--- config.mk ---
export PLATFORM = sky130hd
export DESIGN_NAME = dma_prog_port
export DESIGN_NICKNAME = d
export VERILOG_FILES = /design/src/rtl/dmr_pkg.sv /design/src/rtl/dmr_decode.sv /design/src/rtl/dmr_chan.sv /design/src/rtl/dmr_ctrl.sv /design/src/rtl/dmr_rdmux.sv /design/src/rtl/dma_prog_port.sv
export SDC_FILE = /design/constraint.sdc
export NUM_CORES = 1
export LEC_CHECK = 0
export BUFFER_PORTS_ARGS = -buffer_cell sky130_fd_sc_hd__buf_2
export CORE_ASPECT_RATIO = 0.6
export CORE_MARGIN = 5
export CORE_UTILIZATION = 50
export DETAILED_ROUTE_END_ITERATION = 8
export HOLD_SLACK_MARGIN = 0.03
export PLACE_DENSITY = 0.77
export SYNTH_ARGS = -nofsm -noshare
export SYNTH_HDL_FRONTEND = slang
export SYNTH_SLANG_ARGS = --single-unit
--- constraint.sdc ---
create_clock -name clk -period 1.8 [get_ports clk]
set_input_delay 0.18 -clock clk [delete_from_list [all_inputs] [get_ports clk]]
set_output_delay 0.18 -clock clk [all_outputs]
set_load 0.02 [all_outputs]
--- src/rtl/dmr_pkg.sv ---
package dmr_pkg;

   localparam int unsigned OFS_W = 4;

   typedef enum logic [OFS_W-1:0] {
      OFS_STAT_CMD = 4'h8,
      OFS_REQUEST  = 4'h9,
      OFS_MASK_ONE = 4'hA,
      OFS_MODE     = 4'hB,
      OFS_PTR_CLR  = 4'hC,
      OFS_MCLR_TMP = 4'hD,
      OFS_MASK_CLR = 4'hE,
      OFS_MASK_ALL = 4'hF
   } ctl_ofs_e;

   typedef struct packed {
      logic stat_cmd;
      logic request;
      logic mask_one;
      logic mode;
      logic ptr_clr;
      logic mclr_tmp;
      logic mask_clr;
      logic mask_all;
   } ctl_hit_t;

endpackage

--- src/rtl/dmr_decode.sv ---
module dmr_decode
   import dmr_pkg::*;
#(
   parameter int unsigned NUM_CH = 4,
   localparam int unsigned CH_W  = $clog2(NUM_CH)
) (
   input  logic [OFS_W-1:0] ofs,
   input  logic             wr_en,
   input  logic             rd_en,
   output logic [NUM_CH-1:0] wr_addr,
   output logic [NUM_CH-1:0] wr_cnt,
   output logic             chan_acc,
   output ctl_hit_t         ctl_wr,
   output ctl_hit_t         ctl_rd
);

   logic            is_chan;
   logic [CH_W-1:0] chan_idx;

   assign is_chan  = ~ofs[OFS_W-1];
   assign chan_idx = ofs[CH_W:1];
   assign chan_acc = is_chan & (wr_en | rd_en);

   for (genvar c = 0; c < NUM_CH; c++) begin : g_chan_dec
      logic hit;
      assign hit        = wr_en & is_chan & (chan_idx == CH_W'(c));
      assign wr_addr[c] = hit & ~ofs[0];
      assign wr_cnt[c]  = hit &  ofs[0];
   end

   function automatic ctl_hit_t hits(input logic [OFS_W-1:0] o, input logic en);
      ctl_hit_t h;
      h.stat_cmd = en & (o == OFS_STAT_CMD);
      h.request  = en & (o == OFS_REQUEST);
      h.mask_one = en & (o == OFS_MASK_ONE);
      h.mode     = en & (o == OFS_MODE);
      h.ptr_clr  = en & (o == OFS_PTR_CLR);
      h.mclr_tmp = en & (o == OFS_MCLR_TMP);
      h.mask_clr = en & (o == OFS_MASK_CLR);
      h.mask_all = en & (o == OFS_MASK_ALL);
      return h;
   endfunction

   assign ctl_wr = hits(ofs, wr_en);
   assign ctl_rd = hits(ofs, rd_en);

endmodule

--- src/rtl/dmr_chan.sv ---
module dmr_chan #(
   parameter int unsigned AW = 16,
   parameter int unsigned DW = 8
) (
   input  logic          clk,
   input  logic          rst_n,
   input  logic          ptr,
   input  logic          wr_addr,
   input  logic          wr_cnt,
   input  logic [DW-1:0] wr_data,
   input  logic          eng_we,
   input  logic [AW-1:0] eng_addr,
   input  logic [AW-1:0] eng_cnt,
   output logic [AW-1:0] base_addr,
   output logic [AW-1:0] cur_addr,
   output logic [AW-1:0] base_cnt,
   output logic [AW-1:0] cur_cnt
);

   function automatic logic [AW-1:0] put_byte(input logic [AW-1:0] old,
                                              input logic          sel,
                                              input logic [DW-1:0] b);
      logic [AW-1:0] r;
      r = old;
      r[int'(sel)*DW +: DW] = b;
      return r;
   endfunction

   always_ff @(posedge clk) begin
      if (!rst_n) begin
         base_addr <= '0;
         cur_addr  <= '0;
      end else if (wr_addr) begin
         base_addr <= put_byte(base_addr, ptr, wr_data);
         cur_addr  <= put_byte(cur_addr, ptr, wr_data);
      end else if (eng_we) begin
         cur_addr  <= eng_addr;
      end
   end

   always_ff @(posedge clk) begin
      if (!rst_n) begin
         base_cnt <= '0;
         cur_cnt  <= '0;
      end else if (wr_cnt) begin
         base_cnt <= put_byte(base_cnt, ptr, wr_data);
         cur_cnt  <= put_byte(cur_cnt, ptr, wr_data);
      end else if (eng_we) begin
         cur_cnt   <= eng_cnt;
      end
   end

endmodule

--- src/rtl/dmr_ctrl.sv ---
module dmr_ctrl
   import dmr_pkg::*;
#(
   parameter int unsigned NUM_CH = 4,
   parameter int unsigned DW     = 8,
   localparam int unsigned CH_W   = $clog2(NUM_CH),
   localparam int unsigned MODE_W = DW - CH_W
) (
   input  logic                     clk,
   input  logic                     rst_n,
   input  ctl_hit_t                 ctl_wr,
   input  logic                     chan_acc,
   input  logic [DW-1:0]            wr_data,
   input  logic                     eng_stat_we,
   input  logic [DW-1:0]            eng_stat,
   input  logic                     eng_mask_we,
   input  logic [NUM_CH-1:0]        eng_mask,
   output logic                     ptr,
   output logic [DW-1:0]            cmd,
   output logic [DW-1:0]            status,
   output logic [DW-1:0]            request,
   output logic [DW-1:0]            temp,
   output logic [NUM_CH-1:0]        mask,
   output logic [NUM_CH*MODE_W-1:0] modes
);

   logic [CH_W-1:0] sel_ch;
   assign sel_ch = wr_data[CH_W-1:0];

   always_ff @(posedge clk) begin
      if (!rst_n || ctl_wr.mclr_tmp) begin
         ptr     <= 1'b0;
         cmd     <= '0;
         status  <= '0;
         request <= '0;
         temp    <= '0;
      end else begin
         if (ctl_wr.ptr_clr)       ptr     <= 1'b0;
         else if (chan_acc)        ptr     <= ~ptr;
         if (ctl_wr.stat_cmd)      cmd     <= wr_data;
         if (ctl_wr.request)       request <= wr_data;
         if (eng_stat_we)          status  <= eng_stat;
      end
   end

   always_ff @(posedge clk) begin
      if (!rst_n || ctl_wr.mclr_tmp) begin
         mask <= '1;
      end else if (ctl_wr.mask_all) begin
         mask <= wr_data[NUM_CH-1:0];
      end else if (ctl_wr.mask_clr) begin
         mask <= '0;
      end else if (ctl_wr.mask_one) begin
         mask[sel_ch] <= wr_data[CH_W];
      end else if (eng_mask_we) begin
         mask <= eng_mask;
      end
   end

   for (genvar c = 0; c < NUM_CH; c++) begin : g_mode
      always_ff @(posedge clk) begin
         if (!rst_n) begin
            modes[c*MODE_W +: MODE_W] <= '0;
         end else if (ctl_wr.mode && sel_ch == CH_W'(c)) begin
            modes[c*MODE_W +: MODE_W] <= wr_data[DW-1:CH_W];
         end
      end
   end

endmodule

--- src/rtl/dmr_rdmux.sv ---
module dmr_rdmux
   import dmr_pkg::*;
#(
   parameter int unsigned NUM_CH = 4,
   parameter int unsigned AW     = 16,
   parameter int unsigned DW     = 8,
   localparam int unsigned CH_W  = $clog2(NUM_CH)
) (
   input  logic                 clk,
   input  logic                 rst_n,
   input  logic [OFS_W-1:0]     ofs,
   input  logic                 rd_en,
   input  ctl_hit_t             ctl_rd,
   input  logic                 ptr,
   input  logic [NUM_CH*AW-1:0] cur_addr,
   input  logic [NUM_CH*AW-1:0] cur_cnt,
   input  logic [DW-1:0]        status,
   input  logic [DW-1:0]        temp,
   input  logic [NUM_CH-1:0]    mask,
   output logic [DW-1:0]        rd_data
);

   logic [CH_W-1:0] ch;
   logic [AW-1:0]   word;
   logic [DW-1:0]   nxt;

   assign ch   = ofs[CH_W:1];
   assign word = ofs[0] ? cur_cnt[int'(ch)*AW +: AW] : cur_addr[int'(ch)*AW +: AW];

   always_comb begin
      nxt = '0;
      if (!ofs[OFS_W-1])         nxt = word[int'(ptr)*DW +: DW];
      else if (ctl_rd.stat_cmd)  nxt = status;
      else if (ctl_rd.mclr_tmp)  nxt = temp;
      else if (ctl_rd.mask_all)  nxt = DW'(mask);
   end

   always_ff @(posedge clk) begin
      if (!rst_n)     rd_data <= '0;
      else if (rd_en) rd_data <= nxt;
   end

endmodule

--- src/rtl/dma_prog_port.sv ---
module dma_prog_port
   import dmr_pkg::*;
#(
   parameter int unsigned NUM_CH = 4,
   parameter int unsigned AW     = 16,
   parameter int unsigned DW     = 8,
   localparam int unsigned CH_W   = $clog2(NUM_CH),
   localparam int unsigned MODE_W = DW - CH_W
) (
   input  logic                     clk,
   input  logic                     rst_n,
   input  logic [3:0]               ofs,
   input  logic                     wr_en,
   input  logic                     rd_en,
   input  logic [DW-1:0]            wr_data,
   output logic [DW-1:0]            rd_data,
   input  logic                     eng_cur_we,
   input  logic [CH_W-1:0]          eng_chan,
   input  logic [AW-1:0]            eng_addr,
   input  logic [AW-1:0]            eng_cnt,
   input  logic                     eng_stat_we,
   input  logic [DW-1:0]            eng_stat,
   input  logic                     eng_mask_we,
   input  logic [NUM_CH-1:0]        eng_mask,
   output logic [NUM_CH*AW-1:0]     base_addr_o,
   output logic [NUM_CH*AW-1:0]     cur_addr_o,
   output logic [NUM_CH*AW-1:0]     base_cnt_o,
   output logic [NUM_CH*AW-1:0]     cur_cnt_o,
   output logic [NUM_CH*MODE_W-1:0] mode_o,
   output logic [DW-1:0]            cmd_o,
   output logic [DW-1:0]            req_o,
   output logic [NUM_CH-1:0]        mask_o
);

   if (NUM_CH != 4) begin : g_bad_ch
      $error("dma_prog_port: offset map needs NUM_CH == 4");
   end
   if (AW != 2 * DW) begin : g_bad_aw
      $error("dma_prog_port: one pointer bit needs AW == 2*DW");
   end

   logic [NUM_CH-1:0] wr_addr, wr_cnt;
   logic              chan_acc;
   ctl_hit_t          ctl_wr, ctl_rd;
   logic              ptr_q;
   logic [DW-1:0]     status_q, temp_q;

   dmr_decode #(.NUM_CH(NUM_CH)) u_dec (
      .ofs(ofs), .wr_en(wr_en), .rd_en(rd_en),
      .wr_addr(wr_addr), .wr_cnt(wr_cnt), .chan_acc(chan_acc),
      .ctl_wr(ctl_wr), .ctl_rd(ctl_rd)
   );

   for (genvar c = 0; c < NUM_CH; c++) begin : g_ch
      logic eng_hit;
      assign eng_hit = eng_cur_we & (eng_chan == CH_W'(c));
      dmr_chan #(.AW(AW), .DW(DW)) u_chan (
         .clk(clk), .rst_n(rst_n), .ptr(ptr_q),
         .wr_addr(wr_addr[c]), .wr_cnt(wr_cnt[c]), .wr_data(wr_data),
         .eng_we(eng_hit), .eng_addr(eng_addr), .eng_cnt(eng_cnt),
         .base_addr(base_addr_o[c*AW +: AW]), .cur_addr(cur_addr_o[c*AW +: AW]),
         .base_cnt(base_cnt_o[c*AW +: AW]),   .cur_cnt(cur_cnt_o[c*AW +: AW])
      );
   end

   dmr_ctrl #(.NUM_CH(NUM_CH), .DW(DW)) u_ctrl (
      .clk(clk), .rst_n(rst_n), .ctl_wr(ctl_wr), .chan_acc(chan_acc),
      .wr_data(wr_data),
      .eng_stat_we(eng_stat_we), .eng_stat(eng_stat),
      .eng_mask_we(eng_mask_we), .eng_mask(eng_mask),
      .ptr(ptr_q), .cmd(cmd_o), .status(status_q), .request(req_o),
      .temp(temp_q), .mask(mask_o), .modes(mode_o)
   );

   dmr_rdmux #(.NUM_CH(NUM_CH), .AW(AW), .DW(DW)) u_rd (
      .clk(clk), .rst_n(rst_n), .ofs(ofs), .rd_en(rd_en), .ctl_rd(ctl_rd),
      .ptr(ptr_q), .cur_addr(cur_addr_o), .cur_cnt(cur_cnt_o),
      .status(status_q), .temp(temp_q), .mask(mask_o), .rd_data(rd_data)
   );

endmodule

; ---- Word level (Yosys, flattened, before mapping)
; Index checks and enable logic that the tools add are counted.
[totals]
reg_bits = 317
out_inout_bits = 308
wordCells = 148
[op_classes]
bitwise_logic = 33
n_lt_le_gt_ge = 2
n_shift = 5
addsub = 1
mux = 44
n_reduce_logical = 20
n_eq_ne = 17
[op_table]
columns = op, count
row1 = 16-bit two-way mux, 17
row2 = 16-bit bitwise mux, 16
row3 = 64-bit by 7-bit indexed part select with 16-bit output, 2
row4 = 4-bit negation with 34-bit output, 1
row5 = "8-bit by 34-bit variable shift with 16-bit output, first input constant", 1
row6 = 8-bit by 34-bit indexed part select with 16-bit output, 1
row7 = "4-bit == test, second input constant", 8
row8 = 1-bit AND, 29
row9 = 8-bit two-way mux, 3
row10 = 4-bit two-way mux, 5
row11 = 2-bit nonzero test, 8
row12 = 16-bit by 5-bit indexed part select with 8-bit output, 1
row13 = "2-bit == test, second input constant", 6
row14 = "2-bit by 1-bit == test with 1-bit output, second input constant", 3
row15 = 2-bit logical NOT, 3
row16 = 1-bit logical AND, 5
row17 = 4-bit bitwise mux, 1
row18 = 4-bit nonzero test, 1
row19 = "2-bit by 3-bit < comparator with 1-bit output, second input constant", 1
row20 = 1-bit inverter, 3
row21 = 1-bit demux with 2-bit select, 1
row22 = "2-bit by 1-bit >= comparator with 1-bit output, second input constant", 1
row23 = 2-bit OR reduction, 1
row24 = 1-bit logical NOT, 1
row25 = other kinds (3), 3

; ---- Longest topological paths before layout
[logic_depth]
depth_word = 8
mapped_depth = 8
mapped_depth_nobuf = 4

; ---- Cells and area by module
; From an unflattened synthesis, not the netlist that was laid out.
[unflattened]
hier_cells = 1631
area_unflattened_um2 = 13730.7
[modules_own_cells]
columns = mod, seq_area_each_um2, n_inst, cells_each, area_per_inst_um2
row1 = dmr_chan at g_ch[0].u_chan ..., 1281.2, 3, 309, 2444.8
row2 = dmr_chan at g_ch[3].u_chan, 1281.2, 1, 311, 2448.6
row3 = dmr_ctrl, 1061.0, 1, 216, 2198.4
row4 = dmr_rdmux, 160.2, 1, 136, 1541.5
row5 = dmr_decode, 0.0, 1, 37, 170.2
row6 = dma_prog_port, 0.0, 1, 4, 37.5

; ---- Worst setup path before layout
; Ideal clock, no wire load.
[synth_path]
path_type = input port to flip-flop
start = in ofs[0]
end = reg u_rd.rd_data[7]
path_stages = 6
arrival_time_ns = 1.536
slack_ns = 0.145
required_ns = 1.680
cell_sequence = buf_2 buf_2 mux4_2 mux2i_1 nor3_1 a211o_1
[synth_via]
elab_chain_cells = 4
word_cells_on_any_way = 6
classes_between = eq/ne: 1 / shift: 1 / mux: 3 / bitwise: 1
[synth_rtl]
columns = item, line_no
row1 = "start, declared", dma_prog_port.sv:12  ; input logic [3:0] ofs,
row2 = branches (longest 3 deep; another with 16-bit two-way mux), -
row3 = 8-bit two-way mux *, dmr_rdmux.sv:32  ; if (!ofs[OFS_W-1]) nxt = word[int'(ptr)*DW +: DW];
row4 = "end signal, assigned", dmr_rdmux.sv:40  ; else if (rd_en) rd_data <= nxt;
row5 = "end, declared", dmr_rdmux.sv:20  ; output logic [DW-1:0] rd_data
; Mark *: on every way between the ends.
; A chain may end at the register's enable or synchronous reset.

; ---- Worst setup path in the final report
[layout_path]
start = reg u_ctrl.ptr
end = reg u_rd.rd_data[0]
[layout_via]
elab_chain_cells = 2
[layout_rtl]
columns = item, line_no
row1 = "start, declared", dmr_ctrl.sv:18  ; output logic ptr,
row2 = "start signal, assigned", dmr_ctrl.sv:39  ; else if (chan_acc) ptr <= ~ptr;
row3 = 16-bit by 5-bit indexed part select with 8-bit output, dmr_rdmux.sv:32
row4 = 8-bit two-way mux, dmr_rdmux.sv:32
; No other way between the ends.

==> results_dict.tcl <==
set metrics [dict create \
    status "finished, final reports clean" \
    grt_pass1_wl_um 87100 \
    tns_ns 0 \
    cap_violations 0 \
    synthArstFlopShare 0 \
    startpoint "u_ctrl.ptr$_SDFFE_PP0P_" \
    finClkSkew_ns 0.0166 \
    synth_top_family_by_area "simple AND/OR/NAND/NOR gates" \
    post-cts-setup-buffer-count 0 \
    hold_viol 0 \
    powerDensity_mw_per_mm2 889 \
    finalCriticalPeriod_ns 1.65 \
    yosysTopAreaCellShare 0.470 \
    die_w_um 222 \
    synth-seq-cells 317 \
    core_sq_mm 0.0265 \
    synth_cell_type_count 67 \
    hpwl_um 44200 \
    maxSlewHeadroom 0.543 \
    crit_type "reg -> reg" \
    num_rows 46 \
    final_cell_area_sq_mm 0.0181 \
    post-route-drc-count 0 \
    max_stage_delay_ns 0.50 \
    fmax_ghz 0.606 \
    slowest_stage "or3b_1" \
    setup_viol 0 \
    cts_buffer_depth 3 \
    critPathArrivalTime_ns 2.17 \
    synthTopCellsByArea "dfxtp_1 (47%), nand2_1 (12%), a21oi_1 (5.8%)" \
    area_growth_pct 34.1 \
    drt_iter0_markers 2133 \
    grt_pass1_vias 14000 \
    path_clk_slew_ns 0.07 \
    required_ns 2.32 \
    worstPathCellList "or3b_1, a311oi_1, a221o_1" \
    dpl_cell_area_sq_mm 0.0166 \
    timing.final.crit_share 0.916 \
    rsz0062_at_grt "no" \
    grt_usage 0.370 \
    yosys.area_share.adder 0 \
    ant_nets 0 \
    place_congestion 1.01 \
    gr-total-overflow 0 \
    first_pass_iters 6 \
    synth_edf_count 0 \
    final_cells 2452 \
    synth_common_cells "nand2_1 (425), dfxtp_1 (317), a21oi_1 (156), nand3_1 (137), a31oi_1 (120)" \
    ctsHtreeMaxLevel 1 \
    wirelength_um 59700 \
    yosysWarnings 0 \
    place_inst 2348 \
    ys.flop_type "dfxtp_1" \
    yosys.area_share.xor_xnor 0 \
    io_buffer_count 372 \
    ctsRootBufferMaster "clkbuf_16" \
    p_leak_uw 0.00765 \
    cts_buffers 30 \
    worstSkewPairLatency_ns 0.58 \
    syn-num-nets 1671 \
    worstHoldStart "eng_stat_we" \
    synth_top_cell_by_area "dfxtp_1" \
    cts_sinks 317 \
    min_path_type "in -> reg" \
    yosysSeqAreaShare 0.470 \
    antenna_found_initial 2 \
    ios 373 \
    nNetsFinal 2134 \
    synth_compound_area_frac 0.156 \
    netlist_area_sq_mm 0.0135 \
    synth-simple-area-share 0.243 \
    syn_inst 1606 \
    drive_gt1_frac 0.303 \
    dieHeight_um 137 \
    path_buf_inv 0 \
    synth_area_per_cell_sq_um 8.41 \
    synth_most_common_cell "nand2_1" \
    vias 15100 \
    crit_fanout 7 \
    cp-end-kind "flip-flop" \
    wl_per_cell_um 24.4 \
    worst_slew_pin_slew_ns 0.681 \
    fill_cells 2167 \
    slew_viol_final 0 \
    vias_per_cell 6.15 \
    start_util 0.509 \
    muxShareOfSynthArea 0.0776 \
    crit_family "compound AO/OA/AOI/OAI gates" \
    grt_max_degree 126 \
    peakVddDrop_v 0.000703 \
    die_area_sq_mm 0.0305 \
    reg2reg_from "u_ctrl.ptr$_SDFFE_PP0P_" \
    start_kind "flip-flop" \
    cts_tree "built" \
]
## area by class of cell
type                            instances  area [sq um]  area share
Clock buffer                           41           883      0.0488
Tap cell                              360           450      0.0249
Antenna cell                            1          2.50    0.000138
Clock inverter                         13           159     0.00877
Timing Repair Buffer                  568          3780       0.209
Multi-Input combinational cell       1143          6440       0.356
Inverter                                9          41.3     0.00228
Sequential cell                       317          6350       0.350
## metal layers
metal | wire (um) | track usage | up-vias | part of all wire
met4 | 2430 | 0.126 | 0 | 0.041
met3 | 9000 | 0.115 | 167 | 0.15
li1 | - | - | 6591 | -
met5 | 0 | 0 | - | 0
met2 | 24600 | 0.540 | 1189 | 0.41
met1 | 23700 | 0.523 | 7137 | 0.40
## repair_timing
action / in CTS / in global routing
endpoints found under the setup margin: 16 / 0
gates resized for setup: 1 / 0
hold buffers: 49 / 0
hold endpoints to repair: 139 / 0
## cells in the final DEF, fill, tap and decap left out, types with 4 or more instances in the layout
master           n
a21oi_1        156
a21oi_2          4
a21oi_4          4
a22oi_1          6
a311oi_1         6
a31oi_1        120
and3_1          14
buf_12          26
buf_2          372
buf_4          121
clkbuf_16       31
clkbuf_8         7
clkinv_2         4
dfxtp_1        317
dlygate4sd3_1   49
inv_1            8
mux2i_1         54
mux4_2          22
nand2_1        425
nand3_1        137
nand3_2          4
nand3b_1         4
nand4_1          6
nor2_1          60
nor2b_1          9
nor3_1          15
nor3_2           8
o211ai_1         5
o21ai_0          8
o21ai_2          7
o311ai_0         4
or3_1            9
## final timing paths
| check | cells past startpoint | slack, ns | to |
|---|---|---|---|
| setup reg to reg | 3 | 0.15 | u_rd.rd_data[0]$_SDFFE_PN0P_ |
| hold / removal | 3 | 0.05 | u_ctrl.status[0]$_SDFFE_PP0P_ |
| hold reg to reg | 2 | 0.45 | u_ctrl.cmd[4]$_SDFFE_PP0P_ |
| setup / recovery | 3 | 0.15 | u_rd.rd_data[0]$_SDFFE_PN0P_ |
## logic make-up after synthesis
logic type	Yosys count
compound gates	343
buf+inv	146
flops	317
mux	77
simple gates	723
## where the power goes
| group | switching (uW) | internal (uW) |
|---|---|---|
| sequential | 199 | 7180 |
| clock | 2920 | 3870 |
| combinational | 1220 | 710 |
| total | 4340 | 11800 |
## state kept, by name, summed over array words and instances, names as in the netlist
signal                 count
u_ctrl.mask                4
g_ch.u_chan.cur_addr      64
u_ctrl.cmd                 8
u_ctrl.ptr                 1
u_ctrl.modes              24
u_ctrl.request             8
g_ch.u_chan.cur_cnt       64
u_ctrl.status              8
u_rd.rd_data               8
g_ch.u_chan.base_cnt      64
g_ch.u_chan.base_addr     64
## worst min-delay path: cells and delay by family
family	cells	cell delay, ns
buffers and inverters	1	0.18
multiplexers	1	0.14
AND/OR/NAND/NOR	1	0.08
## through the flow
stage / hold WS, ns / setup slack, ns / power, uW / util
after floorplan: 0.327 / 0.145 / 8420 / -
after global placement: 0.413 / -0.170 / 9280 / 0.624
after detailed placement: 0.426 / -0.144 / 9300 / 0.624
after CTS: 0.0388 / 0.190 / 16000 / 0.682
after global routing: 0.0568 / 0.0683 / 16500 / 0.682
final: 0.0517 / 0.151 / 16100 / 0.682
(Power assumes the default switching activity.)
